### config.mk
export PLATFORM = sky130hd
export DESIGN_NAME = scanline_irq_counter
export DESIGN_NICKNAME = d
export VERILOG_FILES = /design/src/rtl/scl_pkg.sv /design/src/rtl/scl_wr_decode.sv /design/src/rtl/scl_step_detect.sv /design/src/rtl/scl_count_core.sv /design/src/rtl/scanline_irq_counter.sv
export SDC_FILE = /design/constraint.sdc
export NUM_CORES = 1
export LEC_CHECK = 0
export CAP_MARGIN = 10
export CORE_ASPECT_RATIO = 0.8
export CORE_MARGIN = 4
export CORE_UTILIZATION = 60
export CTS_CLUSTER_DIAMETER = 50
export CTS_CLUSTER_SIZE = 10
export DETAILED_ROUTE_END_ITERATION = 7
export DONT_BUFFER_PORTS = 1
export PLACE_DENSITY_LB_ADDON = 0.08
export SLEW_MARGIN = 20
export SYNTH_ARGS = -nofsm -noshare
export SYNTH_HDL_FRONTEND = slang
export SYNTH_SLANG_ARGS = --single-unit
### constraint.sdc
create_clock -name clk -period 5.9 [get_ports clk]
set_input_delay 1.77 -clock clk [delete_from_list [all_inputs] [get_ports clk]]
set_output_delay 1.77 -clock clk [all_outputs]
set_load 0.02 [all_outputs]
### src/rtl/scl_pkg.sv
package scl_pkg;
  // Decoded effect of one CPU write on the counter block
  typedef struct packed {
    logic set_reload;
    logic clr_count;
    logic disarm;
    logic arm;
  } scl_cmd_t;
endpackage

### src/rtl/scl_wr_decode.sv
module scl_wr_decode
  import scl_pkg::*;
#(
  parameter int ADDR_W = 16
) (
  input  logic              wr_en,
  input  logic [ADDR_W-1:0] wr_addr,
  output scl_cmd_t          cmd
);
  localparam logic [2:0] RANGE_CNT = 3'b110;
  localparam logic [2:0] RANGE_ARM = 3'b111;

  logic [2:0] top_bits;
  logic       odd;

  always_comb begin
    top_bits       = wr_addr[ADDR_W-1 -: 3];
    odd            = wr_addr[0];
    cmd.set_reload = wr_en && (top_bits == RANGE_CNT) && !odd;
    cmd.clr_count  = wr_en && (top_bits == RANGE_CNT) &&  odd;
    cmd.disarm     = wr_en && (top_bits == RANGE_ARM) && !odd;
    cmd.arm        = wr_en && (top_bits == RANGE_ARM) &&  odd;
  end
endmodule

### src/rtl/scl_step_detect.sv
module scl_step_detect #(
  parameter int DOT_W     = 9,
  parameter int LINE_W    = 9,
  parameter int STEP_DOT  = 260,
  parameter int BLANK_LO  = 240,
  parameter int BLANK_HI  = 260
) (
  input  logic              clk,
  input  logic              rst,
  input  logic [DOT_W-1:0]  dot,
  input  logic [LINE_W-1:0] line,
  input  logic              bg_on,
  input  logic              spr_on,
  output logic              step
);
  localparam logic [DOT_W-1:0]  STEP_V = DOT_W'(STEP_DOT);
  localparam logic [LINE_W-1:0] LO_V   = LINE_W'(BLANK_LO);
  localparam logic [LINE_W-1:0] HI_V   = LINE_W'(BLANK_HI);

  logic at_dot;
  logic at_dot_q;
  logic in_blank;

  always_ff @(posedge clk) begin
    if (rst) at_dot_q <= 1'b0;
    else     at_dot_q <= at_dot;
  end

  always_comb begin
    at_dot   = (dot == STEP_V);
    in_blank = (line >= LO_V) && (line <= HI_V);
    step     = at_dot && !at_dot_q && !in_blank && (bg_on || spr_on);
  end
endmodule

### src/rtl/scl_count_core.sv
module scl_count_core
  import scl_pkg::*;
#(
  parameter int CNT_W = 8
) (
  input  logic             clk,
  input  logic             rst,
  input  scl_cmd_t         cmd,
  input  logic [CNT_W-1:0] wr_data,
  input  logic             step,
  output logic             armed,
  output logic             irq
);
  localparam logic [CNT_W-1:0] ZERO = '0;
  localparam logic [CNT_W-1:0] ONE  = CNT_W'(1);

  logic [CNT_W-1:0] reload_q;
  logic [CNT_W-1:0] count_q;
  logic             hit_zero;

  // Decrement that lands on zero, not overridden by a clear write
  assign hit_zero = step && !cmd.clr_count && (count_q == ONE);

  always_ff @(posedge clk) begin
    if (rst) begin
      reload_q <= ZERO;
      count_q  <= ZERO;
      armed    <= 1'b0;
      irq      <= 1'b0;
    end else begin
      if (cmd.set_reload) reload_q <= wr_data;

      if (cmd.clr_count)          count_q <= ZERO;
      else if (step) begin
        if (count_q == ZERO)      count_q <= reload_q;
        else                      count_q <= count_q - ONE;
      end

      if (cmd.disarm)             armed <= 1'b0;
      else if (cmd.arm)           armed <= 1'b1;

      if (cmd.disarm)             irq <= 1'b0;
      else if (hit_zero && armed) irq <= 1'b1;
    end
  end
endmodule

### src/rtl/scanline_irq_counter.sv
module scanline_irq_counter
  import scl_pkg::*;
#(
  parameter int ADDR_W   = 16,
  parameter int DATA_W   = 8,
  parameter int DOT_W    = 9,
  parameter int LINE_W   = 9,
  parameter int STEP_DOT = 260,
  parameter int BLANK_LO = 240,
  parameter int BLANK_HI = 260
) (
  input  logic              clk,
  input  logic              rst,
  input  logic              wr_en,
  input  logic [ADDR_W-1:0] wr_addr,
  input  logic [DATA_W-1:0] wr_data,
  input  logic [DOT_W-1:0]  dot,
  input  logic [LINE_W-1:0] line,
  input  logic              bg_on,
  input  logic              spr_on,
  output logic              irq
);
  scl_cmd_t cmd;
  logic     step;
  logic     irq_armed;

  scl_wr_decode #(.ADDR_W(ADDR_W)) u_dec (
    .wr_en   (wr_en),
    .wr_addr (wr_addr),
    .cmd     (cmd)
  );

  scl_step_detect #(
    .DOT_W(DOT_W), .LINE_W(LINE_W), .STEP_DOT(STEP_DOT),
    .BLANK_LO(BLANK_LO), .BLANK_HI(BLANK_HI)
  ) u_step (
    .clk    (clk),
    .rst    (rst),
    .dot    (dot),
    .line   (line),
    .bg_on  (bg_on),
    .spr_on (spr_on),
    .step   (step)
  );

  scl_count_core #(.CNT_W(DATA_W)) u_core (
    .clk     (clk),
    .rst     (rst),
    .cmd     (cmd),
    .wr_data (wr_data),
    .step    (step),
    .armed   (irq_armed),
    .irq     (irq)
  );
endmodule

==> metrics list, run 1 <==
- Via count of the first global-routing pass: roughly 850
* Critical path capture point: u_core.count_q[5]
- Post-synth top area cell: sky130_fd_sc_hd__dfxtp_1
- The startpoint identified for the worst hold timing path is u_core.reload_q[0].
- Counting every sink on the clock net gives 19.
* Flip-flop cell with the highest count after synthesis: sky130_fd_sc_hd__dfxtp_1
- Power consumption: around 0.21 mW
- Initial DRC count: 37
* Depth of the CTS H-tree: 1
- Global routing finished with a remaining overflow of 0.
* Antenna violations before repair: 0
- Pin placement for this block handled between 40 and 50 I/O pins.
- Via density per instance: 6.47
- TritonCTS clock tree: done
- Area added between synthesis and finish: 4.41%
* Leakage power of the design: between 0.3 and 0.4 nW
- Buffer type at the clock tree root: sky130_fd_sc_hd__clkbuf_4
- Reg2Reg Capture Point: u_core.count_q[2]
- The clock passes through at most 2 buffers.
- Peak VDD IR: about 210 uV
* Global placer's final weighted congestion: about 0.94
* DIE AREA: roughly 2400 um^2
* Number of max-capacitance violations reported: 0
- Share of cells above drive strength 1: 0.102
- Required time of the critical path: just over 6 ns
* Setup repair after global routing missed its margin: no
* Leading post-synthesis cells by cell area: sky130_fd_sc_hd__dfxtp_1 (37%), sky130_fd_sc_hd__mux2i_1 (11%), sky130_fd_sc_hd__nor2_1 (6.3%)
- The fraction of the mapped netlist area in compound gates came to 0.163.
* Max frequency: 346 MHz
* Total number of yosys warnings: 0
- Measured against the total synthesized area, the mux share comes to 0.108.
* Path category of the worst min-delay check: reg2reg
- Register bit count reported by yosys: 19
- Number of antenna cells inserted: 0
* Relative slew slack: 0.490
- Along the worst path, the maximum fanout reaches 6.
* Part of the Yosys area used for sequential elements: 0.373
* Post-Synthesis Cells: 117
- Yosys mapped the design onto 33 distinct sky130hd cell types.
* Async set-or-reset flop fraction in the synthesized netlist: 0
- Crit path launch type: primary input
- Between clock sinks in the finished design, the worst skew comes to 0.00361 ns.
- Placement-stage cell area: between 1000 and 1500 um^2
* Starting density of the core: 0.634
* Worst-margin pin slew: 0.761 ns
* Flop2flop setup slack: ~4.1 ns
- Routed Wire Length: 2330 um
* Resized Gates After CTS: 0
* Number of enable-type register cells in the synthesized netlist: 0
* Largest net degree at the start of global routing: 14
* Clock insertion delay at the later pin of the skew report: 0.31 ns
- Area of the core region: about 1600 um^2
* Xor and xnor fraction of the mapped netlist area: 0
* Port bufs: 0
* Summed area of non-filler cells in the final layout: 1070 um^2
- Outcome: finished, final reports clean
* First-pass iteration count of the detailed router: 4
- The wire-length estimate of the detail-placed layout is approximately 1800 um.
* GRT Util Overall: 0.219
- For this design the ratio of total power to cell area is around 190 nW/um^2.
- The detail route stage leaves a number of antenna-violating nets equal to 0.
* NumNets Final: between 150 and 200
* Number of nets in the synthesized netlist: ~170
* Final hold violation count: 0
- The worst register-to-register path begins at u_core.count_q[0].
* Routed len/inst: around 17 um
* Startpoint-to-endpoint class of the critical path: in2reg
- For the finished layout, the period the worst path requires is between 2 and 3 ns.
* Largest incremental delay on the critical path: about 0.48 ns
* Height of the die: around 45 um
- The first global-routing pass estimated 3840 um of wire.
- The slowest stage of the critical path belongs to the cell sky130_fd_sc_hd__or3_1.
* Clock slew at reported path FFs: roughly 0.11 ns
- Simple-Gate Fraction of Synth Area: 0.300
* Number of post-CTS setup repair buffers: 0
* Width of the die: between 50 and 60 um
- Cell Area, Synth: slightly above 1000 um^2
- CP Launch Point: dot[5]
- Yosys top cell area share: 0.373
- # rows: 13
* Number of remaining DRC errors: 0
- In the final timing run, aggregate negative setup slack is 0 ns.
- STA classifies the critical path endpoint as a register.
- For this design, the CTS-stage hold fixing added 0 buffers.
- Counting the buffers created by CTS gives 3.
* Via count of the routed design: roughly 910
- The total count of max-transition violations in the final report is 0.
- At the worst endpoint, the arrival time is approximately 3.1 ns.
- Combinational family with the most area after synthesis: simple AND/OR/NAND/NOR gates
- In the finished design, the share of the clock period the worst path needs comes to 0.490.
- The number of cells on the worst reg-to-reg path is 7.
* Post-Synth Adder-Cell Area: 0.0368
- Count of endpoints failing setup in the final report: 0
* Syn_area_per_cell: between 8 and 9 um^2
- The signal on the critical path passes through nor4b_2, nand4b_1, or3_1, o311ai_2, o31ai_1.
[cell usage in the layout, fill, tap and decap left out, types with 4 or more instances in the layout]
master,instances
sky130_fd_sc_hd__a21oi_1,4
sky130_fd_sc_hd__dfxtp_1,19
sky130_fd_sc_hd__mux2i_1,11
sky130_fd_sc_hd__nand2_1,10
sky130_fd_sc_hd__nand3_1,4
sky130_fd_sc_hd__nor2_1,17
sky130_fd_sc_hd__nor3_1,4
sky130_fd_sc_hd__o31ai_1,4
[where the power goes]
group          total (mW)  internal, mW  switching, mW
logic             0.00770       0.00358        0.00413
clock network      0.0700        0.0259         0.0441
registers           0.130         0.129       0.000551
total               0.207         0.159         0.0488
[worst max-delay path: cells and delay by family]
family          cells  cell delay, ns
simple gates        3            0.93
compound gates      2            0.40
[synthesized netlist by cell type (all sizes together) (2+ instances only)]
cell,count
clkbuf,2
a21oi,4
a31oi,3
nor4,2
a211oi,2
nand3,4
nor2,17
nand4,3
nand4b,2
nand2,10
dfxtp,19
nor3,7
o211ai,3
inv,2
mux2i,11
o21ai,3
and3,3
o31ai,4
ha,3
[per-stage QoR]
stage	setup WS [ns]	util	hold slack [ns]	cells
final	3.01	0.662	0.479	140
after global routing	2.86	0.662	0.522	140
after global placement	2.70	0.643	0.464	136
after CTS	2.99	0.662	0.498	140
after detailed placement	2.66	0.643	0.466	136
after floorplan	2.79	-	0.447	117
[layer usage]
| metal | track usage | part of all wire | vias to the layer above |
|---|---|---|---|
| met1 | 0.307 | 0.45 | 421 |
| li1 | - | - | 442 |
| met5 | 0 | 0 | - |
| met4 | 0.0647 | 0.0052 | 0 |
| met2 | 0.305 | 0.44 | 41 |
| met3 | 0.0924 | 0.10 | 2 |
[sequential cells by signal, indices dropped and copies added (netlist names)]
signal / flops
u_core.irq: 1
u_core.reload_q: 8
u_core.count_q: 8
u_core.armed: 1
u_step.at_dot_q: 1
[cell type report]
class	count	area, um^2
clock buffers	3	22.5
fillers	136	544
flip-flops and latches	19	380
multi-input cells	93	621
inverters	2	7.51
clock inverters	1	7.51
well taps	22	27.5
[kinds of logic after synthesis]
logic type / after synthesis
adder cells (fa/ha/maj): 3
buffers and inverters: 5
AND/OR/NAND/NOR: 56
AO/OA/AOI/OAI: 23
flip-flops: 19
multiplexers: 11
[worst min-delay path by stage]
stage | to | slack (ns) | depth (start not counted)
CTS | u_core.count_q[0] | 0.50 | 2
global route | u_core.count_q[0] | 0.52 | 2
global placement | u_core.count_q[0] | 0.46 | 2
detailed placement | u_core.count_q[0] | 0.47 | 2
floorplan | u_core.count_q[0] | 0.45 | 2
finish | u_core.count_q[0] | 0.48 | 2
Power figures use the tool's default switching activity.
==> run 2: changes to the inputs <==
clock period = 2.9 ns   (was 5.9 ns; I/O delays follow)
==> metrics list, run 2 (synthesized netlist as in run 1, its figures left out) <==
- At the end of the flow, the number of nets in the layout was roughly 170.
- Setup repair after global routing left no endpoint under its margin.
- Gates resized during post-CTS repair numbered 0.
* Starting density of the core: 0.634
- The number of setup buffers added after CTS is 0.
- Final hold violation count: 0
- For this run, the total global-route usage over all layers was measured as 0.217.
- After global routing the overflow that remains totals 0.
* Height of the die: about 45 um
* Via density per instance: between 6 and 7
- # rows: 13
- Power density over the cells: slightly below 400 nW/um^2
* DP HPWL: approximately 1800 um
- Worst-margin pin slew: roughly 0.73 ns
* Depth of the CTS H-tree: 1
- Switching power: 0.101 mW
- Detailed routing inserted a total of 900 vias.
- Peak VDD IR: about 310 uV
* Clock insertion delay at the later pin of the skew report: 0.31 ns
- Placement-stage cell area: between 1000 and 1500 um^2
- Leakage power of the design: between 0.3 and 0.4 nW
- The run finished with clean final reports.
* Total area of multi-input combinational cells: 621 um^2
- Number of max-capacitance violations reported: 0
* Number of remaining DRC errors: 0
* CTS max path bufs: 2
* Final critical path time including I/O delays and setup: between 1.5 and 2 ns
- The number of antenna violations at the first check in global routing is 0.
* Path category of the worst min-delay check: reg2reg
- Max-slew violation count: 0
- Required time of the critical path: roughly 3.1 ns
- The number of clock buffers added by TritonCTS is 3.
- The first detailed-routing pass ran for 4 iterations.
- After clock tree synthesis, the clock-pin slew on the worst setup and hold paths is 0.12 ns.
- The first global-routing pass estimated 3820 um of wire.
- IO Count: between 40 and 50
- Global placer's final weighted congestion: roughly 0.94
* Number of antenna cells inserted: 0
* Internal power contribution: roughly 0.32 mW
* Crit path arrival time: 2.21 ns
- Initial DRC count: 24
* Remaining antenna violation count: 0
* Area of the core region: 1610 um^2
- Width of the die: ~54 um
- The share of total power dissipated in the clock network is 0.339.
- The worst setup path is captured at a register.
- Share of cells above drive strength 1: 0.102
- CP max FO: 6
- The library cell used most frequently in the layout, excluding fill and tap cells, is sky130_fd_sc_hd__dfxtp_1.
- The largest registers in the layout are u_core.count_q (8), u_core.reload_q (8).
- Via count of the first global-routing pass: 870
- In this run the tool buffered the top-level ports with 0 buffer cells.
- Buffers inserted to repair hold after CTS numbered 0.
* Count of endpoints failing setup in the final report: 0
- Derived from the worst setup path, the maximum achievable clock frequency is approximately 500 MHz.
- Relative slew slack: 0.507
* Sequential Power Share: 0.623
- Buffer type at the clock tree root: sky130_fd_sc_hd__clkbuf_4
- With fillers left out, the area of the finished cells amounts to about 1100 um^2.
- Startpoint-to-endpoint class of the critical path: in2reg
- After detailed routing, the average wire length per cell comes to ~17 um.
- Entering global routing, the biggest net connects 14 pins.
* TritonCTS Sinks: 19
- Fraction of power consumed by combinational cells: 0.038
- Final worst-path cycle share: 0.689
- After detailed routing, the total wire length is 2360 um.
* TritonCTS clock tree: done
* Area added between synthesis and finish: 4.41%
* Sequential cell area in the final layout: approximately 380 um^2
- The floorplan step defined a die boundary enclosing approximately 2400 um^2.
- Switching Share: 0.238
- Leaving out fill and tap cells, the most frequent cells in the layout are sky130_fd_sc_hd__dfxtp_1 (19), sky130_fd_sc_hd__nor2_1 (17), sky130_fd_sc_hd__mux2i_1 (11), sky130_fd_sc_hd__nand2_1 (10).
- STA classifies the critical path startpoint as a primary input.
- Worst Clk Skew: roughly 0.0032 ns
- Final-layout fill cell count: about 130
- Setup total negative slack: 0 ns
## run 2: cell counts in the layout (fill, tap and decap cells not counted)
No cell type changed its count.
## run 2: critical path, stage by stage
cell	delay, ns
sky130_fd_sc_hd__nor4b_2	0.25
sky130_fd_sc_hd__nand4b_1	0.22
sky130_fd_sc_hd__or3_1	0.48
sky130_fd_sc_hd__o311ai_2	0.28
sky130_fd_sc_hd__o31ai_1	0.10
## run 2: layout make-up
cell class | count | share of cell area
Multi-Input combinational cell | 93 | 0.582
Clock buffer | 3 | 0.0211
Sequential cell | 19 | 0.357
Tap cell | 22 | 0.0258
Clock inverter | 1 | 0.00704
Inverter | 2 | 0.00704
## run 2: metrics by stage
step / worst slack, ns / utilization / hold WS (ns) / power, mW / cells
6_report: 0.901 / 0.662 / 0.481 / 0.423 / 140
5_1_grt: 0.749 / 0.662 / 0.509 / 0.445 / 140
3_5_place_dp: 0.575 / 0.643 / 0.466 / 0.285 / 136
2_1_floorplan: 0.685 / - / 0.447 / 0.284 / 117
4_1_cts: 0.908 / 0.662 / 0.483 / 0.426 / 140
3_3_place_gp: 0.600 / 0.643 / 0.464 / 0.285 / 136
## run 2: path summary, 6_finish.rpt
check / from / to / slack [ns] / depth (start not counted)
max reg2reg: u_core.count_q[0] / u_core.count_q[2] / 1.14 / 7
min reg2reg: u_core.reload_q[0] / u_core.count_q[0] / 0.48 / 2
min: u_core.reload_q[0] / u_core.count_q[0] / 0.48 / 2
max: dot[5] / u_core.count_q[5] / 0.90 / 5
## run 2: power by group through the flow
stage               registers [mW]  logic (mW)  clock network (mW)
finish                       0.264      0.0160               0.143
global route                 0.264      0.0175               0.163
CTS                          0.264      0.0157               0.146
detailed placement           0.270      0.0156                   0
global placement             0.270      0.0151                   0
floorplan                    0.269      0.0150                   0
## run 2: layer usage
layer | global-route usage | wire length (um) | share of wire | vias up
li1 | - | - | - | 438
met1 | 0.291 | 1050 | 0.45 | 403
met2 | 0.313 | 1020 | 0.43 | 52
met3 | 0.0924 | 229 | 0.097 | 7
met4 | 0.0697 | 55 | 0.023 | 0
met5 | 0 | 0 | 0 | -
==> run 3: changes to the inputs <==
clock period = 2.07 ns   (was 2.9 ns; I/O delays follow)
==> metrics list, run 3 (synthesized netlist as in run 1, its figures left out) <==
* Switching power: about 0.13 mW
- Pin placement for this block handled 48 I/O pins.
- Count of endpoints failing setup in the final report: 0
* Number of remaining DRC errors: 0
- Power density over the cells: between 500 and 600 nW/um^2
- Across every metal layer, demand over resource in global routing totals 0.206.
- Clock slew at reported path FFs: approximately 0.12 ns
- Power consumption: 0.584 mW
- TritonCTS built the clock tree.
* CTS max path bufs: 2
- Width of the die: 54.1 um
* Via density per instance: 6.31
- The via count of the first global-routing pass was just over 800.
* Peak VDD IR: approximately 570 uV
* CP Launch Point: u_core.count_q[1]
- The die covers 2430 um^2.
- The final hold violation count is 0.
- Along the worst path, the maximum fanout reaches 6.
- Setup repair after global routing left no endpoint under its margin.
* Most common cell after layout, fill and taps aside: sky130_fd_sc_hd__dfxtp_1
- Flop2flop setup slack: around 0.31 ns
* Worst-margin pin slew: 0.490 ns
- The congestion estimate from routability-driven global placement came to 0.926.
- First-pass iteration count of the detailed router: 4
- Path category of the worst min-delay check: in2reg
- Max-slew violation count: 0
- Max frequency: 570 MHz
* Initial DRC count: 22
* Area of the core region: around 1600 um^2
- Switching Share: 0.228
- Reg2Reg Capture Point: u_core.count_q[2]
- In this run the critical register-to-register path is launched from u_core.count_q[1].
- Internal power comes to 0.451 mW.
- Placement-stage cell area: about 1100 um^2
- Clock share of power: 0.329
* Remaining antenna violation count: 0
* Routed Wire Length: 2270 um
- The number of antenna violations at the first check in global routing was 0.
- In the final layout, the registers with the most flip-flops are u_core.count_q (8), u_core.reload_q (8).
- The worst setup path is captured at a register.
- Depth of the CTS H-tree: 1
- Startpoint-to-endpoint class of the critical path: reg2reg
* Buffer type at the clock tree root: sky130_fd_sc_hd__clkbuf_4
* DP HPWL: about 1800 um
- The net count of the finished layout is roughly 170.
- The number of antenna diodes in the final layout is 0.
- Clock insertion delay at the later pin of the skew report: around 0.30 ns
- Number of hold-repair buffers added at the cts stage: 0
- Between clock sinks in the finished design, the worst skew comes to 0.00712 ns.
* Port bufs: 0
- Required time of the critical path: 2.33 ns
- For the final routed database, the setup TNS stands at 0 ns.
- Final worst-path cycle share: 0.848
- Leakage power of the design: between 0.4 and 0.5 nW
- Max-cap violations in this run came to 0.
* Final critical path time including I/O delays and setup: between 1.5 and 2 ns
* Critical path capture point: u_core.count_q[2]
* Routed len/inst: about 16 um
- After global routing the overflow that remains totals 0.
* Sequential Power Share: 0.633
* TritonCTS Sinks: 19
* Area added between synthesis and finish: 7.11%
- STA puts the critical path data arrival time at approximately 2 ns.
- Crit path launch type: register
- Commonest cells after routing, fill and taps aside: sky130_fd_sc_hd__dfxtp_1 (19), sky130_fd_sc_hd__nor2_1 (17), sky130_fd_sc_hd__mux2i_1 (11), sky130_fd_sc_hd__nand2_1 (10)
* Height of the die: ~45 um
- The initial utilization of the core area, before any placement, comes to 0.634.
* First-pass GRT wire length: roughly 3600 um
- Number of buffers added by the clock tree synthesis step: 3
* Largest net degree at the start of global routing: 14
- The final route contains 909 vias.
- After floorplanning, the core was divided into 13 placement rows.
- Outcome: finished, final reports clean
- Fraction of power consumed by combinational cells: 0.038
* Summed area of non-filler cells in the final layout: 1090 um^2
* Relative slew slack: 0.671
* Number of post-CTS setup repair buffers: 0
* Reg2reg path depth: 7
- Resized Gates After CTS: 0
- Share of cells above drive strength 1: 0.131
[run 3: cell count changes in the layout (fill, tap and decap cells not counted), sizes merged]
cell,before,now
clkinvlp,1,0
clkinv,0,1
buf,0,4
[run 3: cell type report]
cell class              count  area [um^2]
fillers                   138          517
inverters                   2         7.51
clock buffers               3         22.5
multi-input cells          93          621
repair buffers              4         30.0
flip-flops and latches     19          380
clock inverters             1         5.00
well taps                  22         27.5
[run 3: metal layers]
metal	up-vias	part of all wire	track usage
met5	-	0	0
met4	0	0.0044	0.0299
met3	2	0.10	0.0957
met2	55	0.45	0.313
met1	402	0.44	0.272
li1	450	-	-
[run 3: how the worst min path moves through the flow]
stage	start	to	slack, ns	cells past startpoint
after floorplan	u_core.reload_q[0]	u_core.count_q[0]	0.45	2
after global placement	u_core.reload_q[0]	u_core.count_q[0]	0.46	2
after detailed placement	u_core.reload_q[0]	u_core.count_q[0]	0.46	2
after CTS	rst	u_core.reload_q[7]	0.37	1
after global routing	rst	u_core.reload_q[5]	0.35	1
final	rst	u_core.irq	0.38	1
[run 3: through the flow]
step                 util  worst slack (ns)  hold slack [ns]  cells
floorplan               -             0.104            0.447    117
global placement    0.662             0.107            0.464    140
detailed placement  0.662             0.100            0.465    140
CTS                 0.679             0.323            0.372    144
global route        0.679             0.147            0.353    144
finish              0.679             0.315            0.377    144
[run 3: worst max-delay path, cell delays in order, from the launching register on]
cell and delay, ns:
sky130_fd_sc_hd__dfxtp_1 0.36, sky130_fd_sc_hd__inv_1 0.11, sky130_fd_sc_hd__ha_1 0.16, sky130_fd_sc_hd__nor2b_1 0.34, sky130_fd_sc_hd__and3_1 0.27, sky130_fd_sc_hd__nand2_1 0.08
sky130_fd_sc_hd__a211oi_1 0.25, sky130_fd_sc_hd__a31o_2 0.14
[run 3: power by group through the flow]
stage	logic (mW)	registers (mW)	clock network, mW
final	0.0221	0.370	0.192
after global routing	0.0247	0.370	0.213
after CTS	0.0221	0.369	0.195
after detailed placement	0.0219	0.378	0
after global placement	0.0215	0.378	0
after floorplan	0.0210	0.377	0
